===== src/rtl/xlat_pkg.sv =====
package xlat_pkg;
  localparam int LA_W = 16;
  localparam int GA_W = 23;
  localparam int PG_W = 8;

  typedef enum logic [2:0] {
    CLS_UNPAGED = 3'd0,
    CLS_RAM     = 3'd1,
    CLS_EEPROM  = 3'd2,
    CLS_PFLASH  = 3'd3,
    CLS_PAGEREG = 3'd4
  } mem_class_e;
endpackage


===== src/rtl/xlat_regs.sv =====
module xlat_regs
  import xlat_pkg::*;
#(
  parameter int LW  = LA_W,
  parameter int PW  = PG_W,
  parameter int NPG = 3,
  // index 0 EEPROM page, 1 RAM page, 2 program page
  parameter logic [3*16-1:0] PAGE_ADDRS = {16'h0030, 16'h0016, 16'h0015},
  parameter logic [3*8-1:0]  PAGE_RSTS  = {8'hFE, 8'hFD, 8'hFE},
  parameter logic [LW-1:0]   CTL_ADDR   = 16'h0013
) (
  input  logic          clk,
  input  logic          rst_n,
  input  logic [LW-1:0] addr,
  input  logic          we,
  input  logic [PW-1:0] wdata,
  output logic [PW-1:0] rdata,
  output logic          hit,
  output logic [PW-1:0] page_ep,
  output logic [PW-1:0] page_rp,
  output logic [PW-1:0] page_pp,
  output logic          ctl_bit
);

  logic [PW-1:0]  page_q [NPG];
  logic [NPG-1:0] sel;
  logic [NPG-1:0] wr_en;
  logic           ctl_sel;
  logic           ctl_en;
  logic           ctl_q;

  for (genvar g = 0; g < NPG; g++) begin : g_page
    localparam logic [LW-1:0] P_ADDR = PAGE_ADDRS[g*16 +: 16];
    localparam logic [PW-1:0] P_RST  = PAGE_RSTS[g*8 +: 8];

    always_comb begin
      sel[g]   = (addr == P_ADDR);
      wr_en[g] = we && sel[g];
    end

    always_ff @(posedge clk or negedge rst_n) begin
      if (!rst_n)        page_q[g] <= P_RST;
      else if (wr_en[g]) page_q[g] <= wdata;
    end
  end

  always_comb begin
    ctl_sel = (addr == CTL_ADDR);
    ctl_en  = we && ctl_sel;
  end

  always_ff @(posedge clk or negedge rst_n) begin
    if (!rst_n)      ctl_q <= 1'b0;
    else if (ctl_en) ctl_q <= wdata[0];
  end

  always_comb begin
    rdata = '0;
    for (int i = 0; i < NPG; i++) begin
      if (sel[i]) rdata = page_q[i];
    end
    if (ctl_sel) rdata = {{(PW-1){1'b0}}, ctl_q};
    hit = (|sel) | ctl_sel;
  end

  assign page_ep = page_q[0];
  assign page_rp = page_q[1];
  assign page_pp = page_q[2];
  assign ctl_bit = ctl_q;

endmodule


===== src/rtl/xlat_map.sv =====
module xlat_map
  import xlat_pkg::*;
#(
  parameter int LW = LA_W,
  parameter int GW = GA_W,
  parameter int PW = PG_W
) (
  input  logic [LW-1:0] addr,
  input  logic [PW-1:0] page_ep,
  input  logic [PW-1:0] page_rp,
  input  logic [PW-1:0] page_pp,
  input  logic          ctl_bit,
  input  logic          reg_hit,
  output logic [GW-1:0] gaddr,
  output mem_class_e    cls,
  output logic          ext
);

  localparam logic [GW-1:0] UNP_BASE  = GW'(23'h7F_0000);
  localparam logic [GW-1:0] EXT_BASE  = GW'(23'h14_0000);
  localparam logic [GW-1:0] EE_BASE   = GW'(23'h10_0000);
  localparam logic [GW-1:0] PROG_BASE = GW'(23'h40_0000);

  always_comb begin
    gaddr = UNP_BASE + GW'(addr);
    cls   = CLS_UNPAGED;
    ext   = 1'b0;
    if (reg_hit) begin
      cls = CLS_PAGEREG;
    end else if (addr[LW-1 -: 2] == 2'b11) begin
      cls = CLS_PFLASH;
    end else if (addr[LW-1 -: 2] == 2'b10) begin
      gaddr = PROG_BASE + GW'({page_pp, addr[13:0]});
      cls   = CLS_PFLASH;
    end else if (addr[LW-1 -: 2] == 2'b01) begin
      cls = CLS_PFLASH;
      if (ctl_bit) begin
        gaddr = EXT_BASE + GW'(addr);
        ext   = 1'b1;
      end
    end else if (addr[LW-1 -: 4] == 4'h1) begin
      gaddr = GW'({page_rp, addr[11:0]});
      cls   = CLS_RAM;
    end else if (addr[LW-1 -: 6] == 6'b000010) begin
      gaddr = EE_BASE + GW'({page_ep, addr[9:0]});
      cls   = CLS_EEPROM;
    end
  end

endmodule


===== src/rtl/paged_xlat.sv =====
module paged_xlat
  import xlat_pkg::*;
#(
  parameter int LW = LA_W,
  parameter int GW = GA_W,
  parameter int PW = PG_W
) (
  input  logic          clk,
  input  logic          rst_n,
  input  logic [LW-1:0] local_addr,
  input  logic          bus_we,
  input  logic [PW-1:0] bus_wdata,
  output logic [PW-1:0] bus_rdata,
  output logic          reg_hit,
  output logic [GW-1:0] global_addr,
  output logic [2:0]    mem_class,
  output logic          ext_access
);

  logic [1:0]    rst_sync_q;
  logic          rst_sync_n;
  logic [PW-1:0] pg_ep, pg_rp, pg_pp;
  logic          ctl;
  mem_class_e    cls;

  always_ff @(posedge clk or negedge rst_n) begin
    if (!rst_n) rst_sync_q <= 2'b00;
    else        rst_sync_q <= {rst_sync_q[0], 1'b1};
  end
  assign rst_sync_n = rst_sync_q[1];

  xlat_regs #(.LW(LW), .PW(PW)) u_regs (
    .clk     (clk),
    .rst_n   (rst_sync_n),
    .addr    (local_addr),
    .we      (bus_we),
    .wdata   (bus_wdata),
    .rdata   (bus_rdata),
    .hit     (reg_hit),
    .page_ep (pg_ep),
    .page_rp (pg_rp),
    .page_pp (pg_pp),
    .ctl_bit (ctl)
  );

  xlat_map #(.LW(LW), .GW(GW), .PW(PW)) u_map (
    .addr    (local_addr),
    .page_ep (pg_ep),
    .page_rp (pg_rp),
    .page_pp (pg_pp),
    .ctl_bit (ctl),
    .reg_hit (reg_hit),
    .gaddr   (global_addr),
    .cls     (cls),
    .ext     (ext_access)
  );

  assign mem_class = cls;

endmodule


===== config.mk =====
export PLATFORM = sky130hd
export DESIGN_NAME = paged_xlat
export DESIGN_NICKNAME = d
export VERILOG_FILES = /design/src/rtl/xlat_pkg.sv /design/src/rtl/xlat_regs.sv /design/src/rtl/xlat_map.sv /design/src/rtl/paged_xlat.sv
export SDC_FILE = /design/constraint.sdc
export NUM_CORES = 1
export LEC_CHECK = 0
export BUFFER_PORTS_ARGS = -buffer_cell sky130_fd_sc_hd__buf_2
export CAP_MARGIN = 10
export CORE_ASPECT_RATIO = 2
export CORE_MARGIN = 2
export CORE_UTILIZATION = 50
export DETAILED_ROUTE_END_ITERATION = 10
export PLACE_DENSITY = 0.79
export SYNTH_ARGS = -nofsm -noshare
export SYNTH_HDL_FRONTEND = slang
export SYNTH_SLANG_ARGS = --single-unit
export TNS_END_PERCENT = 20

===== constraint.sdc =====
create_clock -name clk -period 2.68 [get_ports clk]
set_input_delay 0.402 -clock clk [delete_from_list [all_inputs] [get_ports clk]]
set_output_delay 0.402 -clock clk [all_outputs]
set_load 0.01 [all_outputs]

# Word-level counts from Yosys, hierarchy flattened
# Cells that the tools add are included.
# totals
inputBits	27
reg_bits	27
word_cells	46
# classes
reduce_logical	5
n_addsub	4
muxes	22
n_bitwise	1
n_eq_ne	9
# ops
op	count
23-bit 2-to-1 mux	7
16-bit by 5-bit equality test with 1-bit output (second input constant)	3
8-bit 2-to-1 mux	4
23-bit by 22-bit adder with 23-bit output (first input constant)	1
21-bit by 16-bit adder with 22-bit output (first input constant)	1
21-bit by 18-bit adder with 22-bit output (first input constant)	1
17-bit by 17-bit adder with 18-bit output (first input constant)	1
16-bit by 6-bit equality test with 1-bit output (second input constant)	1
3-bit 2-to-1 mux	5
6-bit by 2-bit equality test with 1-bit output (second input constant)	1
1-bit 2-to-1 mux	5
2-bit equality test (second input constant)	2
4-bit by 1-bit equality test with 1-bit output (second input constant)	1
1-bit logical AND	4
3-bit OR reduction	1
2-bit by 1-bit equality test with 1-bit output (second input constant)	1
2-bit 2-to-1 mux	1
1-bit OR	1

# Logic depth before layout (Yosys ltp)
# Gate-level depths: netlist of run 1.
# depth
word_depth	7
mapped_depth	6

# Hierarchy
# Synthesis of run 1 repeated with hierarchy kept, for this count alone.
# hier_totals
cells_unflattened	170
hier_area_um2	1856.8
# modules_own_cells
module	area_per_inst_um2	seq_area_each_um2	cells_per_inst	instances
xlat_regs	1341.3	651.9	93	1
xlat_map	461.7	0.0	74	1
paged_xlat	53.8	50.0	3	1

# Least setup slack after synthesis of run 1
# No wires, ideal clock.
# synth_timing
path_type	input-to-output
from	input local_addr[7]
to	output mem_class[2]
arrival_ps	1596
path_stages	5
slack_ps	682
path_cell_list	nor3b_2 -> clkbuf_1 -> nand4_1 -> a21oi_1 -> buf_4
# synth_via
elab_chain_len	4
# synth_lines
element	line_no	source
from (decl)	paged_xlat.sv:10	input logic [LW-1:0] local_addr,
16-bit by 5-bit equality test with 1-bit output or 16-bit by 6-bit equality test with 1-bit output (tied branches)	xlat_regs.sv:37	sel[g] = (addr == P_ADDR);
3-bit OR reduction	xlat_regs.sv:63	hit = (|sel) | ctl_sel;
1-bit OR (*)	xlat_regs.sv:63	
named net reg_hit	paged_xlat.sv:14	output logic reg_hit,
3-bit 2-to-1 mux (*)	xlat_map.sv:28	if (reg_hit) begin
to (decl)	paged_xlat.sv:16	output logic [2:0] mem_class,
# Mark *: on every way through the listed nets, which the timed path passes. The rest lies on a longest branch.

# Worst setup path after layout of run 1
# layout_timing
from	input local_addr[15]
to	output bus_rdata[2]
# layout_via
elab_chain_len	5
# layout_lines
element	line_no	source
16-bit by 5-bit equality test with 1-bit output	xlat_regs.sv:37	
8-bit 2-to-1 mux (3 in a row)	xlat_regs.sv:60	if (sel[i]) rdata = page_q[i];
8-bit 2-to-1 mux (*)	xlat_regs.sv:62	if (ctl_sel) rdata = {{(PW-1){1'b0}}, ctl_q};
to (decl)	paged_xlat.sv:13	output logic [PW-1:0] bus_rdata,
# Every way passes the cells marked *; elsewhere a longest branch is shown, timed or not.

==> run metrics, run 1 <==
status completed; post-route setup TNS 0 ns; first-pass GRT wire length 8.51 mm; DR WL met2 2.68 mm; Filler Cell Count 343; Area contributors post-synth dfstp_2 27%, mux2_4 18%, dfrtp_1 7.4%; final worst path period need 2.42 ns; antenna-violating nets left 0; fin crit share 90.5%; TritonCTS clock tree done; Worst EP required 2.28 ns; detailed-route via count 1760; Die X 49.0 um; highest signal layer in the routed design met4; # setup viols final 0; largest area contributor in the netlist dfstp_2; Hold Vio Cnt, Final 0; Clk pwr share 30.4%; drt wl/cell 18.7 um; CP Capture Type output port; Int Power 570 uW; slew margin rel. 33.5%; RSZ-0062 raised after global routing false; met1 WL 2.21 mm; post-CTS resize count 0; commonest non-fill, non-tap cell in the layout buf_2; Clock Tree Buf Depth 2; yosys warns 0; DRC viols 0; Ports 63; NetSw 221 uW; sequential fraction of the synthesis area 34.7%; remaining global-route overflow 0; critical path type in2out; RePlAce Congestion 0.939; Starting DRT DRC Count 59; post-synth top area share 27.3%; Worst-Skew Late Latency 0.28 ns; crit-path max FO 12; Synth Instances 190; area grow syn2layout 16.0%; Pleak 1.09 nW; Core Area 0.00388 mm2; most frequent cells in the layout 62 x buf_2, 24 x mux2_4, 21 x dfstp_2; H-tree levels 1; sw frac 28.0%; largest net degree at the start of global routing 26; Netlist cell types 46; asr flop ratio synth 100%; Synth Register Bits 27; row cnt 32; total track usage 24.3%; Logic pwr share 16.7%; DIE HEIGHT 94.0 um; maximum clock rate 413 MHz; Slew Limit Fails 0; Die ar. 0.00460 mm2; Max-cap violations 0; Initial Util 52.1%; cell area after synthesis 0.00202 mm2; Tightest Pin Transition 0.997 ns; top_reg_cell synth dfstp_2; clock buffer count from CTS 3; Syn Nets 217; Pwr Density 337 mW/mm2; IR drop worst, VDD 390 uV; nets 267; Post-synth EDFFs 0; WL met3 350 um; synthesized area per cell 10.7 um2; clk root buf clkbuf_8; Final HPWL DP 4.03 mm; Reg power frac 52.9%; DR vias/cell 6.07; initial antenna violation count 0; Hold Worst Slack 0.378 ns; Hold Crit Class reg2reg; Worst-path clk slew 0.10 ns; # port buffers 62; Worst Skew 0.00628 ns; CTS sink cnt 27; overall power 791 uW; Worst setup SP type input pin; share of layout cells above drive strength 1 54.4%; WL final 5.43 mm; first-pass detailed-route iteration total 4; antenna fix cells 0; critical path arrival 2.02 ns; vias in the first global route 1705
==> synth_stat cells, drive strengths merged, types with 2 or more instances <==
| cell type | instances |
|---|---|
| mux2 | 26 |
| dfstp | 21 |
| buf | 14 |
| nand2 | 14 |
| o21ai | 12 |
| clkbuf | 9 |
| o22ai | 9 |
| and4b | 8 |
| nor2 | 7 |
| o311a | 7 |
| or3b | 7 |
| a21oi | 6 |
| dfrtp | 6 |
| inv | 3 |
| nand2b | 3 |
| nor3b | 3 |
| nor4 | 3 |
| a21o | 2 |
| a31oi | 2 |
| nand3b | 2 |
| nand4 | 2 |
| nand4b | 2 |
| nor3 | 2 |
| o21a | 2 |
| o221ai | 2 |
| or3 | 2 |
==> power groups by stage <==
stage / registers [mW] / logic [mW] / clock network, mW
2_1_floorplan: 0.423 / 0.0724 / 0
3_3_place_gp: 0.425 / 0.129 / 0
3_5_place_dp: 0.425 / 0.130 / 0
4_1_cts: 0.418 / 0.131 / 0.243
5_1_grt: 0.419 / 0.142 / 0.269
6_report: 0.418 / 0.132 / 0.241
==> timing repair <==
| action | 4_1_cts | 5_1_grt |
|---|---|---|
| endpoints found under the hold margin | 2 | 0 |
| hold buffers | 1 | 0 |
| setup endpoints to repair | 0 | 0 |
| setup buffers | 0 | 0 |
==> worst max-delay path: stages <==
cell     delay, ns
buf_2         0.17
nor2_1        0.39
nand4_1       0.43
o22ai_1       0.30
o311a_1       0.19
buf_2         0.13
==> layer usage <==
layer,vias up,GRT usage (%)
met5,-,0
met4,0,11.7
met1,834,30.1
li1,810,-
met3,16,2.55
met2,100,41.8
==> path summary, 6_finish.rpt <==
path	start	endpoint	slack (ns)	cells after the start
hold reg to reg	rst_sync_q[0]$_DFF_PN0_	rst_sync_q[1]$_DFF_PN0_	0.38	0
max in group asynchronous	rst_sync_q[1]$_DFF_PN0_	u_regs.ctl_bit$_DFFE_PN0P_	1.66	0
hold / removal	rst_sync_q[0]$_DFF_PN0_	rst_sync_q[1]$_DFF_PN0_	0.38	0
min in group asynchronous	rst_sync_q[1]$_DFF_PN0_	u_regs.page_pp[0]$_DFFE_PN0P_	0.42	0
setup / recovery	local_addr[15]	bus_rdata[2]	0.26	6
setup reg to reg	rst_sync_q[1]$_DFF_PN0_	u_regs.ctl_bit$_DFFE_PN0P_	1.66	0
==> state kept, by name (all words and copies together) (netlist names) <==
name            flops
u_regs.page_ep      8
u_regs.page_pp      8
u_regs.page_rp      8
rst_sync_q          2
u_regs.ctl_bit      1
==> per-stage QoR <==
step / instances / setup WS, ns / utilization (%) / cell area [um2]
6_report: 290 / 0.256 / 60.5 / 2350
4_1_cts: 290 / 0.278 / 60.5 / 2350
2_1_floorplan: 190 / 0.682 / - / 2020
3_5_place_dp: 285 / 0.260 / 59.0 / 2290
3_3_place_gp: 285 / 0.279 / 59.0 / 2290
5_1_grt: 290 / 0.112 / 60.5 / 2350
==> logic make-up (layout without fill, tap and decap cells) <==
kind of cell    after synthesis  in the layout  synth area share [%]
compound gates               46             46                  15.3
xor+xnor                      1              1                 0.433
buf+inv                      26             75                  7.79
flops                        27             27                  34.7
mux                          27             27                  19.4
other cells                   1              1                 0.185
simple gates                 62             62                  22.3
==> final cells by class <==
| type | count | area (um2) | share of cell area (%) |
|---|---|---|---|
| inverters | 3 | 11.3 | 0.479 |
| multi-input cells | 137 | 1160 | 49.6 |
| repair buffers | 68 | 358 | 15.2 |
| clock inverters | 1 | 7.51 | 0.320 |
| clock buffers | 3 | 41.3 | 1.76 |
| well taps | 51 | 63.8 | 2.72 |
| flip-flops and latches | 27 | 702 | 29.9 |
Note: power is estimated with default switching activity, not from simulation.
==> run 2: changes to the inputs <==
- CORE_ASPECT_RATIO: 2 -> 1.75
==> run 2 against run 1 <==
Global-route usage grew 1.5 points. Clock-buffer cell count is the same. Non-clock buffer count grew 1. Hold slack lost 0.0061 ns. Sequential power is essentially flat. Die area shrank 0.24%. Power grew 0.23%. Via count grew 2.0%. Setup slack gained 0.020 ns. Core utilization grew 0.31 points.
==> run metrics, run 2 (synthesized netlist as in run 1, its figures left out) <==
RePlAce Congestion 0.835 (-11%); Worst Skew 0.00278 ns (-0.00350 ns); CP most frequent cell buf_2; Clock Tree Buf Depth 2 (unchanged); H-tree levels 1 (unchanged); maximum clock rate 416 MHz (+0.82%); Core Area 0.00387 mm2 (-0.45%); post-route setup TNS 0 ns (unchanged); Worst setup SP type input pin; final instance area 0.00235 mm2 (about the same); detailed-route via count 1796 (+2.0%); Critical Path, Cell by Cell buf_2 -> nand3b_1 -> or3b_2 -> o22ai_1 -> o311a_1 -> buf_2; dpl cell area 0.00229 mm2 (+0.16%); first-pass GRT wire length 8.67 mm (+1.9%); Initial Util 52.4% (+0.24 points); clk root buf clkbuf_8; Die X 52.1 um (+6.3%); Max-cap violations 0 (unchanged); # setup viols final 0 (unchanged); Hold Worst Slack 0.372 ns (-0.00612 ns); total track usage 25.9% (+1.5 points); Final HPWL DP 4.07 mm (+0.85%); remaining global-route overflow 0 (unchanged); Pwr Density 337 mW/mm2 (+0.17%); Post-CTS Setup Inserts 0 (unchanged); Placed Instances 283 (-0.70%); largest net degree at the start of global routing 26 (unchanged); nets 268 (+0.37%); critical path arrival 2.00 ns (-0.02 ns); # port buffers 62 (unchanged); status completed; Hold Crit Class reg2reg; DR vias/cell 6.24 (+2.8%); antenna-violating nets left 0 (unchanged); WL final 5.52 mm (+1.7%); Die ar. 0.00459 mm2 (-0.24%); Hold Vio Cnt, Final 0 (unchanged); crit-path max FO 16 (+4); IR drop worst, VDD 331 uV (-15%); Pleak 1.10 nW (+0.87%); commonest non-fill, non-tap cell in the layout buf_2; final worst path period need 2.40 ns (-0.0196 ns); worst reg2reg setup slack 1.66 ns (about the same); drt wl/cell 19.2 um (+2.4%); critical path type in2out; Tightest Pin Transition 0.995 ns (-0.00235 ns); Slew Limit Fails 0 (unchanged); TritonCTS clock tree done; CTS sink cnt 27 (unchanged); Util after Layout 60.8% (+0.31 points); CP Capture Type output port; Filler Cell Count 352 (+2.6%); Crit path buffers/inverters 2 (unchanged); most frequent cells in the layout 62 x buf_2, 24 x mux2_4, 21 x dfstp_2; slew margin rel. 33.7% (+0.16 points); Slowest-stage cell, CP or3b_2; area grow syn2layout 16.1% (about the same); antenna fix cells 0 (unchanged); CP delay by family, top simple AND/OR/NAND/NOR gates; Worst-Skew Late Latency 0.28 ns (about the same); share of layout cells above drive strength 1 54.6% (+0.19 points); first-pass detailed-route iteration total 4 (unchanged); fin crit share 89.7% (-0.73 points); vias in the first global route 1709 (+0.23%); Ports 63 (unchanged); initial antenna violation count 0 (unchanged); Worst-path clk slew 0.09 ns (about the same); DRC viols 0 (unchanged); RSZ-0062 raised after global routing false; Starting DRT DRC Count 57 (-3.4%); fin cells 288 (-0.69%); clock buffer count from CTS 3 (unchanged); DIE HEIGHT 88.2 um (-6.2%); row cnt 30 (-6.3%); Worst EP required 2.28 ns (about the same); Worst path max stage delay 0.53 ns (+0.10 ns)
run 2: cell count changes in the layout (fill, tap and decap cells not counted), sizes merged:
cell	previous run	this run
buf	67	68
clkinv	0	1
clkinvlp	1	0
run 2: report_power, final:
group	total, mW	switching [mW]	leakage (nW)	internal (mW)
registers	0.418	0.00741	0.296	0.411
logic	0.136	0.0806	0.783	0.0551
clock network	0.239	0.134	0.0255	0.105
run 2: per-layer routing:
layer	global-route usage [%]	vias up	wire, um
li1	-	808	-
met5	0	-	0
met4	15.8	0	182
met3	1.88	17	353
met2	41.3	99	2670
met1	33.5	872	2310
run 2: path summary, 6_finish.rpt:
| kind | cells past startpoint | from | end |
|---|---|---|---|
| worst max-delay path | 6 | local_addr[2] | bus_rdata[3] |
| worst min-delay path | 0 | rst_sync_q[0]$_DFF_PN0_ | rst_sync_q[1]$_DFF_PN0_ |
| worst max register to register | 0 | rst_sync_q[1]$_DFF_PN0_ | u_regs.page_ep[0]$_DFFE_PN0P_ |
| worst min register to register | 0 | rst_sync_q[0]$_DFF_PN0_ | rst_sync_q[1]$_DFF_PN0_ |
| max in group asynchronous | 0 | rst_sync_q[1]$_DFF_PN0_ | u_regs.page_ep[0]$_DFFE_PN0P_ |
| min in group asynchronous | 0 | rst_sync_q[1]$_DFF_PN0_ | u_regs.page_rp[1]$_DFFE_PN0P_ |
run 2: cell type report:
class	count	area, um2	share of cell area, %
clock inverter	1	5.00	0.213
sequential	27	702	29.9
tap	48	60.1	2.56
timing repair buffer	69	365	15.5
clock buffer	3	41.3	1.76
inverter	3	11.3	0.479
multi-input combinational	137	1160	49.6
run 2: per-stage QoR:
step	setup WS, ns	power [mW]
2_1_floorplan	0.682	0.495
3_3_place_gp	0.233	0.556
3_5_place_dp	0.238	0.558
4_1_cts	0.317	0.794
5_1_grt	0.203	0.826
6_report	0.275	0.792
run 2: repair_timing:
| item | CTS | global route |
|---|---|---|
| hold buffers | 1 | 0 |
| endpoints found under the hold margin | 2 | 0 |
| gates resized for setup | 0 | 0 |
| endpoints found under the setup margin | 0 | 0 |
